**config.mk**
```make
export PLATFORM = sky130hd
export DESIGN_NAME = conv_punct_encoder
export DESIGN_NICKNAME = d
export VERILOG_FILES = /design/src/rtl/conv_punct_encoder.sv
export SDC_FILE = /design/constraint.sdc
export NUM_CORES = 1
export LEC_CHECK = 0
export BUFFER_PORTS_ARGS = -buffer_cell sky130_fd_sc_hd__buf_2
export CORE_MARGIN = 4
export CORE_UTILIZATION = 30
export DETAILED_ROUTE_END_ITERATION = 16
export PLACE_DENSITY = 0.62
export SETUP_SLACK_MARGIN = 0.4
export SYNTH_ARGS = -nofsm -noshare
export SYNTH_HDL_FRONTEND = slang
export SYNTH_SLANG_ARGS = --single-unit
```
**constraint.sdc**
```tcl
create_clock -name clk -period 3.3 [get_ports clk]
set_input_delay 0.66 -clock clk [delete_from_list [all_inputs] [get_ports clk]]
set_output_delay 0.66 -clock clk [all_outputs]
set_load 0.05 [all_outputs]
```
**src/rtl/conv_punct_encoder.sv**
```systemverilog
module conv_punct_encoder #(
  parameter int K    = 7,
  parameter int PLEN = 7
) (
  input  logic            clk,
  input  logic            rst_n,
  input  logic [K-1:0]    cfg_gen0,
  input  logic [K-1:0]    cfg_gen1,
  input  logic            cfg_recursive,
  input  logic            cfg_nonsys,
  input  logic [PLEN-1:0] cfg_punct0,
  input  logic [PLEN-1:0] cfg_punct1,
  input  logic [1:0]      cfg_mode,
  input  logic [1:0]      cfg_inv,
  input  logic            cfg_sub_term,
  input  logic            init,
  input  logic            frame_term,
  input  logic            sub_end,
  input  logic            in_valid,
  input  logic            in_bit,
  output logic            in_ready,
  output logic            out_valid,
  output logic            out_sym,
  input  logic            out_ready
);
  localparam int MEM = K - 1;
  localparam int TW  = $clog2(MEM + 1);
  localparam int CW  = $clog2(PLEN);

  logic [MEM-1:0] st;
  logic [CW-1:0]  col;
  logic [TW-1:0]  tcnt;
  logic [1:0]     pend;
  logic [1:0]     sym;

  wire busy_term = (tcnt != '0);
  wire idle_out  = (pend == 2'b00);

  assign in_ready  = idle_out && !busy_term && !init;
  assign out_valid = !idle_out;
  assign out_sym   = pend[0] ? sym[0] : sym[1];

  wire step_in   = in_valid && in_ready;
  wire step_term = idle_out && busy_term && !init;
  wire step      = step_in || step_term;

  wire conv_m  = (cfg_mode == 2'd1);
  wire rep_m   = (cfg_mode == 2'd2);
  wire coded_m = conv_m || rep_m;

  wire fb  = cfg_recursive & (^(cfg_gen0[K-1:1] & st));
  wire u   = step_term ? fb : in_bit;
  wire w   = u ^ fb;
  wire [K-1:0] win = {st, w};
  wire par0 = ^(cfg_gen0 & win);
  wire par1 = ^(cfg_gen1 & win);

  wire c0 = rep_m ? u : ((cfg_recursive && !cfg_nonsys) ? u : par0);
  wire c1 = rep_m ? u : par1;

  wire start_term = (frame_term || (sub_end && cfg_sub_term)) && conv_m && !busy_term && !init;

  always_ff @(posedge clk) begin
    if (!rst_n || init) begin
      st   <= '0;
      col  <= '0;
      tcnt <= '0;
      pend <= 2'b00;
      sym  <= 2'b00;
    end else begin
      if (out_valid && out_ready) begin
        if (pend[0]) pend[0] <= 1'b0;
        else         pend[1] <= 1'b0;
      end
      if (step) begin
        if (coded_m) begin
          pend <= {cfg_punct1[col], cfg_punct0[col]};
          sym  <= {c1 ^ cfg_inv[1], c0 ^ cfg_inv[0]};
          col  <= (col == CW'(PLEN - 1)) ? '0 : col + 1'b1;
          if (conv_m) st <= {st[MEM-2:0], w};
        end else begin
          pend <= 2'b01;
          sym  <= {1'b0, u};
        end
      end
      if (start_term)     tcnt <= TW'(MEM);
      else if (step_term) tcnt <= tcnt - 1'b1;
    end
  end
endmodule


```
* After elaboration in Yosys (flattened, before gate mapping)
Cells that the tools add are included.
Storage, ports and cells: flip-flop bits (word level) 16, input bits 43, output and inout port bits 3, logic and storage cells 69
Operators by class: $add $sub $neg 2, $lt $le $gt $ge 1, eq/ne operators 4, muxes and demuxes 17, bitwise operators 7, reductions and logical operators 31
Operators by type and width (number):
- $and 7x7->7 | 2
- $reduce_xor 7->1 | 2
- $logic_and 1x1->1 | 11
- $mux 3 | 3
- $mux 1 | 8
- $mux 2 | 4
- $and 6x6->6 | 1
- $bmux 1 s3 | 2
- $reduce_xor 6->1 | 1
- $logic_not 1->1 | 5
- $logic_or 1x1->1 | 4
- $lt 3x4->1 const B | 1
- $reduce_and 2->1 | 2
- $reduce_bool 2->1 | 2
- $add 3x1->3 const B | 1
- $eq 3x3->1 const B | 1
- $reduce_and 3->1 | 1
- $reduce_bool 3->1 | 1
- $sub 3x1->3 const B | 1
- $xor 1x1->1 | 3
- $eq 2x1->1 const B | 1
- $eq 2x2->1 const B | 1
- $logic_not 2->1 | 1
- $ne 2x1->1 const B | 1
- 2 further kinds | 2

* Logic depth before layout (Yosys ltp)
Gate-level depths: netlist (run 1).
depth after elaboration 11, depth in mapped cells 11, gate-level depth less buffers 10

* Worst setup path before layout (run 1)
Ideal clock, no wire load.
path type flip-flop to output port, start point register pend[0], end point output in_ready, arrival 1873 ps, required time 2640 ps, setup slack 767 ps, cell stages (with the launch flop) 3, buffers on the path 0, cell sequence dfxtp_1 or2_2 nor3_1
Between the ends: cells in the longest elaborated chain, start to end 3
RTL lines:
- start: declaration | RTL line 33 | logic [1:0] pend;
- start signal: assignment | RTL line 77 | pend <= {cfg_punct1[col], cfg_punct0[col]};
- $logic_not 2->1 | RTL line 37 | wire idle_out = (pend == 2'b00);
- $logic_and 1x1->1 (2 in series) | RTL line 39 | assign in_ready = idle_out && !busy_term && !init;
- end: declaration | RTL line 21 | output logic in_ready,
No other way between the ends.

* Worst setup path after layout (run 1)
start point register tcnt[0], end point output in_ready
Between the ends: cells in the longest elaborated chain, start to end 4
RTL lines:
- start: declaration | RTL line 32 | logic [TW-1:0] tcnt;
- start signal: assignment | RTL line 86 | if (start_term) tcnt <= TW'(MEM);
- start signal: assignment | RTL line 87 | else if (step_term) tcnt <= tcnt - 1'b1;
- $reduce_bool 3->1 | RTL line 36 | wire busy_term = (tcnt != '0);
- $logic_not 1->1 | RTL line 39
- $logic_and 1x1->1 (2 in series) | RTL line 39
No other way between the ends.

==> impl_metrics.yaml, run 1 <==
yosys:
  yosys-top-cells-count: "26 x nand2_1, 18 x a21oi_1, 16 x dfxtp_1"
  yosysSeqAreaShare_pct: 27.29
  synth_xor_area_share_pct: 12.37
  yosysWarnings: 0
  synthMuxAreaShare_pct: 7.356
  synth_top_area_share_pct: 27.29
  avgSynthCellArea_um2: 7.824
  synth-main-ff-cell: "dfxtp_1"
  yosys.area.top_type: "dfxtp_1"
  synth_compound_area_share_pct: 18.44
  synth-simple-area-share_pct: 26.44
  synthArstFlopShare_pct: 0
  synthCells: 150
  ys_types: 37
  synth-edff-count: 0
  synth_fa_ha_area_share_pct: 4.264
  synth_most_common_cell: "nand2_1"
  syn-num-nets: 197
  synth_top_family_by_area: "simple AND/OR/NAND/NOR gates"
  ys_seq_elements: 16
  syn_area_um2: 1174
  synth.top_cells.by_area: "dfxtp_1 27%, nand2_1 8.3%, a21oi_1 7.7%"
timing:
  rsz0062_at_grt: "false"
  finalHoldViolCount: 0
  tightest_slew_ns: 0.5078
  min_period_ns: 2.056
  whs_ns: 0.4739
  skew_ns: 0.004977
  period_share_pct: 62.30
  drv_slew: 0
  fmax_ghz: 0.4864
  finalSetupTns_ns: 0
  setup_viol: 0
  slew-limit-headroom_pct: 66.15
critical_path:
  critical_path_arrival_ns: 1.40
  startpoint: "tcnt[0]"
  timing.rr.end: "sym[1]"
  cp-end-kind: "output pin"
  worstPathMaxFanout: 6
  startpoint_type: "flip-flop"
  crit_type: "reg2out"
  rr_worst_depth: 10
  required_ns: 2.64
  r2r_slack_ns: 1.35
  worst_r2r_startpoint: "tcnt[0]"
drt:
  drt_iter0_drc: 45
  avgViaCountPerCell: 4.813
  num_vias: 1155
  detail-route-antenna-nets: 0
  wl_per_cell_um: 11.48
  drc: 0
  firstDrtPassIters: 4
  wl_um: 2756
final_layout:
  nFillCells: 399
  multi_input_area_um2: 808.3
  antenna_cells: 0
  final_area_um2: 1478
  register_area_um2: 320.3
  drive_gt1_share_pct: 30.73
  fin_util_pct: 39.76
  area_growth_pct: 25.91
  nNetsFinal: 241
min_path:
  min-delay-path-class: "reg2reg"
  whs_path_depth: 2
  min_from: "st[5]"
  holdPathEnd: "st[5]"
clocking:
  cts_tree: "built"
  numClockSinks: 16
  postCtsSetupBuffers: 0
  htreeDepth: 1
  max-clock-path-buffers: 2
  cts_root_buffer: "clkbuf_8"
  cts_made_buffers: 3
  clkTransAtPathRegs_ns: 0.06
  ctsHoldBuffers: 0
  clock_latency_ns: 0.25
  ctsResizeCount: 0
floorplan:
  initial_core_util_pct: 31.58
  dieArea_um2: 4977
  io_pins: 46
  die_w_um: 70.55
  row_count: 22
  fp.dieH_um: 70.55
  core_um2: 3716
pwr:
  p_per_area_nw_per_um2: 295.1
  p_leak_uw: 0.0005920
  vdd_drop_max_mv: 0.1036
global_routing:
  grt_pass1_wl_um: 4995
  grt_pass1_vias: 1173
  grt_max_degree: 14
  antenna_found_initial: 0
  grt-ovfl-total: 0
  track_usage_pct: 12.08
placed_design:
  portBuffers: 45
  place_area_um2: 1436
  hpwl_um: 2258
  gp_congestion: 0.7673
status:
  status: "completed"
flow_run:
  cap_violations: 0
[area by class of cell]
cell class,instances,share of cell area (%)
inverters,6,1.524
flip-flops and latches,16,21.68
well taps,48,4.064
clock buffers,3,2.794
repair buffers,45,15.24
multi-input cells,122,54.70
[critical path: stages (launching register included)]
cell and delay, ns:
dfxtp_1 0.29, inv_1 0.10, ha_1 0.15, nand2b_1 0.13
nor3_1 0.18, buf_2 0.29
[stage by stage]
step / total power, uW / setup slack, ns / std cells
2_1_floorplan: 257.5 / 0.7666 / 150
3_3_place_gp: 295.0 / 1.080 / 237
3_5_place_dp: 295.2 / 1.047 / 237
4_1_cts: 448.1 / 1.216 / 240
5_1_grt: 465.3 / 1.120 / 240
6_report: 436.1 / 1.244 / 240
[how the worst max path moves through the flow]
stage	to	slack, ns	depth (start not counted)
after floorplan	in_ready	0.77	2
after global placement	sym[1]	1.08	9
after detailed placement	sym[1]	1.05	9
after CTS	in_ready	1.22	5
after global routing	sym[1]	1.12	10
final	in_ready	1.24	5
[flip-flops by register name, indices dropped and copies added, names as in the netlist]
name,count
tcnt,3
pend,2
st,6
col,3
sym,2
[report_power, final]
group	switching, uW	internal [uW]
Clock	65.3	80.8
Sequential	2.94	196
Combinational	49.1	41.7
[cell usage in the layout (no fill, tap or decap), drive strengths merged, types with 2 or more instances in the layout]
master   n
buf     45
ha       4
xor2     3
o211ai   2
nor2     5
mux2i    3
o21ai    8
nand2   27
inv      6
xnor2   10
a21oi   19
nand3    9
nor2b    4
clkbuf   3
and2     2
nand2b   4
mux4     2
nor3     6
dfxtp   16
[cells by family after synthesis]
group,count (synthesis)
compound gates,36
mux,6
fa+ha+maj,4
xor+xnor,14
simple gates,62
flops,16
buf+inv,12
[layer usage]
layer  vias up  GRT usage [%]  routed length [um]
met5         -              0                   0
met4         0          3.132                  23
met3         2          3.409                 247
met2        41          20.58                1309
met1       505          15.04                1175
li1        607              -                   -
No activity file was read; power rests on OpenSTA's default activity.
==> run 2: changes to the inputs <==
==> constraint.sdc (replaced) <==
create_clock -name clk -period 1.9 [get_ports clk]
set_input_delay 0.38 -clock clk [delete_from_list [all_inputs] [get_ports clk]]
set_output_delay 0.38 -clock clk [all_outputs]
set_load 0.05 [all_outputs]
==> impl_metrics.yaml, run 2 (same netlist as run 1, synthesis figures left out) <==
clocking:
  cts_made_buffers: 3
  cts_tree: "built"
  htreeDepth: 1
  clock_latency_ns: 0.25
  clkTransAtPathRegs_ns: 0.07
  ctsHoldBuffers: 0
  max-clock-path-buffers: 2
  numClockSinks: 16
  cts_root_buffer: "clkbuf_8"
min_path:
  whs_path_depth: 4
  min-delay-path-class: "in2reg"
  holdPathEnd: "pend[0]"
  min_from: "out_ready"
timing:
  period_share_pct: 94.92
  min_period_ns: 1.803
  skew_ns: 0.006386
  finalSetupTns_ns: 0
  rsz0062_at_grt: "true"
  tightest_slew_ns: 0.5660
  fmax_ghz: 0.5545
  drv_slew: 0
  slew-limit-headroom_pct: 62.26
  whs_ns: 0.3850
  finalHoldViolCount: 0
  setup_viol: 0
drt:
  drt_iter0_drc: 30
  wl_um: 3109
  drc: 0
  firstDrtPassIters: 4
  avgViaCountPerCell: 4.756
  detail-route-antenna-nets: 0
  num_vias: 1246
  wl_per_cell_um: 11.87
floorplan:
  initial_core_util_pct: 31.58
  row_count: 22
  dieArea_um2: 4977
  core_um2: 3716
  io_pins: 46
  die_w_um: 70.55
  fp.dieH_um: 70.55
final_layout:
  nNetsFinal: 262
  regMostFlops: "st"
  final_cell_mix: "43 x buf_2, 22 x nand2_1, 16 x a21oi_1"
  reg_top3: "st x6, col x3, tcnt x3"
  final_common_cell: "buf_2"
  nFillCells: 373
  antenna_cells: 0
  largest_register_ffs: 6
  area_growth_pct: 56.72
  drive_gt1_share_pct: 51.40
critical_path:
  rr_worst_depth: 8
  timing.rr.end: "sym[1]"
  crit_type: "reg2reg"
  required_ns: 2.04
  cp-end-kind: "flip-flop"
  worst_r2r_startpoint: "st[1]"
  critical_path_arrival_ns: 1.94
  startpoint_type: "flip-flop"
  worstPathMaxFanout: 4
  r2r_slack_ns: 0.1
placed_design:
  portBuffers: 45
  gp_congestion: 0.7369
  hpwl_um: 2379
pwr:
  p_leak_uw: 0.0007558
  p_per_area_nw_per_um2: 470.0
  vdd_drop_max_mv: 0.3125
global_routing:
  grt_pass1_wl_um: 5085
  grt-ovfl-total: 0
  grt_pass1_vias: 1200
  track_usage_pct: 12.41
  grt_max_degree: 14
  antenna_found_initial: 0
status:
  status: "completed"
flow_run:
  cap_violations: 0
run 2: report_power, final:
part           total (uW)  switching [uW]  leakage [uW]  internal [uW]
registers             343            5.20      0.000134            338
clock network         302             118     0.0000288            184
logic                 220             107      0.000593            113
total                 865             230      0.000756            634
run 2: cell type report:
cell class / instances / area, um2 / area share (%)
Clock buffer: 4 / 55.05 / 2.993
Inverter: 6 / 22.52 / 1.224
Multi-Input combinational cell: 122 / 942.2 / 51.22
Sequential cell: 16 / 337.8 / 18.37
Tap cell: 48 / 60.06 / 3.265
Timing Repair Buffer: 66 / 421.7 / 22.93
run 2: routing by layer:
metal  global-route usage (%)  part of all wire, %  vias to the layer above  wire length [um]
met5                        0                    0                        -                 0
met4                    1.879                 0.35                        0                11
met3                    3.693                  6.0                        2               187
met2                    23.28                   54                       32              1673
met1                    14.09                   40                      558              1236
li1                         -                    -                      654                 -
run 2: worst max path at each step:
| stage | start | to | depth (start not counted) |
|---|---|---|---|
| after floorplan | tcnt[0] | sym[1] | 11 |
| after global placement | cfg_gen0[6] | sym[1] | 9 |
| after detailed placement | cfg_gen0[6] | sym[1] | 9 |
| after CTS | st[1] | sym[1] | 8 |
| after global routing | st[1] | sym[1] | 8 |
| final | st[1] | sym[1] | 8 |
run 2: timing repair:
item	in CTS	in global routing
buffers inserted	4	7
setup endpoints to repair	7	11
gates resized for setup	18	22
pin swaps	10	10
run 2: worst max-delay path, stage by stage, from the launching register on:
cell and delay, ns:
dfxtp_2 0.34, nand2_2 0.06, xnor2_2 0.14, xnor3_2 0.48, a21oi_2 0.17, nor4b_2 0.07
a211oi_2 0.21, xor2_1 0.17, o21ai_1 0.07
run 2: through the flow:
stage	std cells	cell area, um2	total power (uW)	setup WS (ns)	util (%)
global route	262	1839	911.8	0.01437	49.49
detailed placement	247	1563	532.9	-0.08194	42.05
finish	262	1839	864.5	0.09655	49.49
global placement	247	1563	531.0	-0.04629	42.05
floorplan	150	1236	456.9	0.1318	-
CTS	255	1695	845.7	0.05897	45.62
==> run 3: changes to the inputs <==
--- a/config.mk
+++ b/config.mk
@@ -6,6 +6,7 @@
 export NUM_CORES = 1
 export LEC_CHECK = 0
 export BUFFER_PORTS_ARGS = -buffer_cell sky130_fd_sc_hd__buf_2
+export CORE_ASPECT_RATIO = 0.6
 export CORE_MARGIN = 4
 export CORE_UTILIZATION = 30
 export DETAILED_ROUTE_END_ITERATION = 16
==> impl_metrics.yaml, run 3 (same netlist as run 1, synthesis figures left out) <==
floorplan:
  initial_core_util_pct: 31.53
  row_count: 17
  die_w_um: 88.75
  core_um2: 3722
  io_pins: 46
  fp.dieH_um: 56.45
  dieArea_um2: 5010
drt:
  avgViaCountPerCell: 4.700
  firstDrtPassIters: 4
  num_vias: 1175
  drt_iter0_drc: 49
  drc: 0
  wl_um: 2956
  detail-route-antenna-nets: 0
  wl_per_cell_um: 11.82
critical_path:
  cp-end-kind: "flip-flop"
  worstPathBufferInverterCount: 0
  crit_type: "reg2reg"
  required_ns: 2.04
  critical_path_arrival_ns: 1.96
  crit_path_cell_trace: "nand2_2 > xnor2_2 > xnor3_2 > a21oi_2 > nor4b_2 > a211oi_2 > xor2_1 > o21ai_1"
  startpoint_type: "flip-flop"
  worstPathMaxFanout: 6
  cpLargestDelayFamily: "XOR/XNOR gates"
  cpPeakStageDelay_ns: 0.51
  slowest_stage: "xnor3_2"
timing:
  setup_viol: 0
  rsz0062_at_grt: "true"
  finalHoldViolCount: 0
  slew-limit-headroom_pct: 64.38
  period_share_pct: 95.59
  whs_ns: 0.3808
  drv_slew: 0
  fmax_ghz: 0.5506
  finalSetupTns_ns: 0
  skew_ns: 0.003268
  tightest_slew_ns: 0.5343
  min_period_ns: 1.816
final_layout:
  finalNonFillerCells: 250
  final_common_cell: "buf_2"
  final_cell_mix: "43 x buf_2, 24 x nand2_1, 18 x a21oi_1"
  regMostFlops: "st"
  nFillCells: 363
  antenna_cells: 0
  reg_top3: "st x6, col x3, tcnt x3"
  area_growth_pct: 45.10
  drive_gt1_share_pct: 46.31
  nNetsFinal: 252
  final_area_um2: 1703
  largest_register_ffs: 6
placed_design:
  gp_congestion: 0.7656
  dp.cells: 244
  place_area_um2: 1546
  portBuffers: 45
  hpwl_um: 2429
min_path:
  min-delay-path-class: "in2reg"
clocking:
  numClockSinks: 16
  cts_root_buffer: "clkbuf_8"
  htreeDepth: 1
  max-clock-path-buffers: 2
  clkTransAtPathRegs_ns: 0.06
  cts_made_buffers: 3
  ctsHoldBuffers: 0
  clock_latency_ns: 0.25
  cts_tree: "built"
global_routing:
  grt_pass1_vias: 1151
  track_usage_pct: 12.61
  antenna_found_initial: 0
  grt_pass1_wl_um: 4968
  grt_max_degree: 14
  grt-ovfl-total: 0
pwr:
  p_leak_uw: 0.0006872
  vdd_drop_max_mv: 0.2889
  p_per_area_nw_per_um2: 463.0
  p_total_uw: 788.4
flow_run:
  cap_violations: 0
status:
  status: "completed"
[run 3: cell types whose count changed in the layout (fill, tap and decap cells not counted), sizes merged]
cell	before	now
clkbuf	4	3
buf	66	56
[run 3: through the flow]
stage	utilization [%]	setup WS [ns]
2_1_floorplan	-	0.1318
3_5_place_dp	41.55	-0.1133
5_1_grt	45.75	-0.04402
6_report	45.75	0.08385
3_3_place_gp	41.55	-0.03194
4_1_cts	43.73	0.07167
[run 3: what timing repair did]
| action | CTS | global route |
|---|---|---|
| setup buffers | 0 | 3 |
| resized for setup | 15 | 12 |
| endpoints found under the setup margin | 12 | 12 |
| pin swaps | 4 | 5 |
[run 3: layout make-up]
cell class	instances	area, um2	share of cell area (%)
Multi-Input combinational cell	122	917.1	53.86
Tap cell	47	58.81	3.453
Sequential cell	16	335.3	19.69
Clock buffer	3	41.29	2.425
Timing Repair Buffer	56	327.8	19.25
Inverter	6	22.52	1.323
[run 3: final timing paths]
check	start	depth (start not counted)	end	slack (ns)
hold / removal	out_ready	4	pend[0]	0.38
setup reg to reg	st[4]	8	sym[1]	0.08
hold reg to reg	sym[1]	2	sym[1]	0.49
setup / recovery	st[4]	8	sym[1]	0.08
[run 3: per-layer routing]
layer	part of all wire [%]	track usage [%]
met3	6.4	3.079
met4	0.91	3.233
met2	39	18.50
met1	53	18.25
met5	0	0
[run 3: tightest hold or removal path: cells and delay by family]
kind	cells	cell delay, ns
AOI/OAI and AO/OA	1	0.04
buffers and inverters	2	0.11
and+or+nand+nor	1	0.05
[run 3: where the power goes]
group / switching [uW] / internal [uW]
sequential: 6.23 / 339
combinational: 99.8 / 94.9
clock: 108 / 140
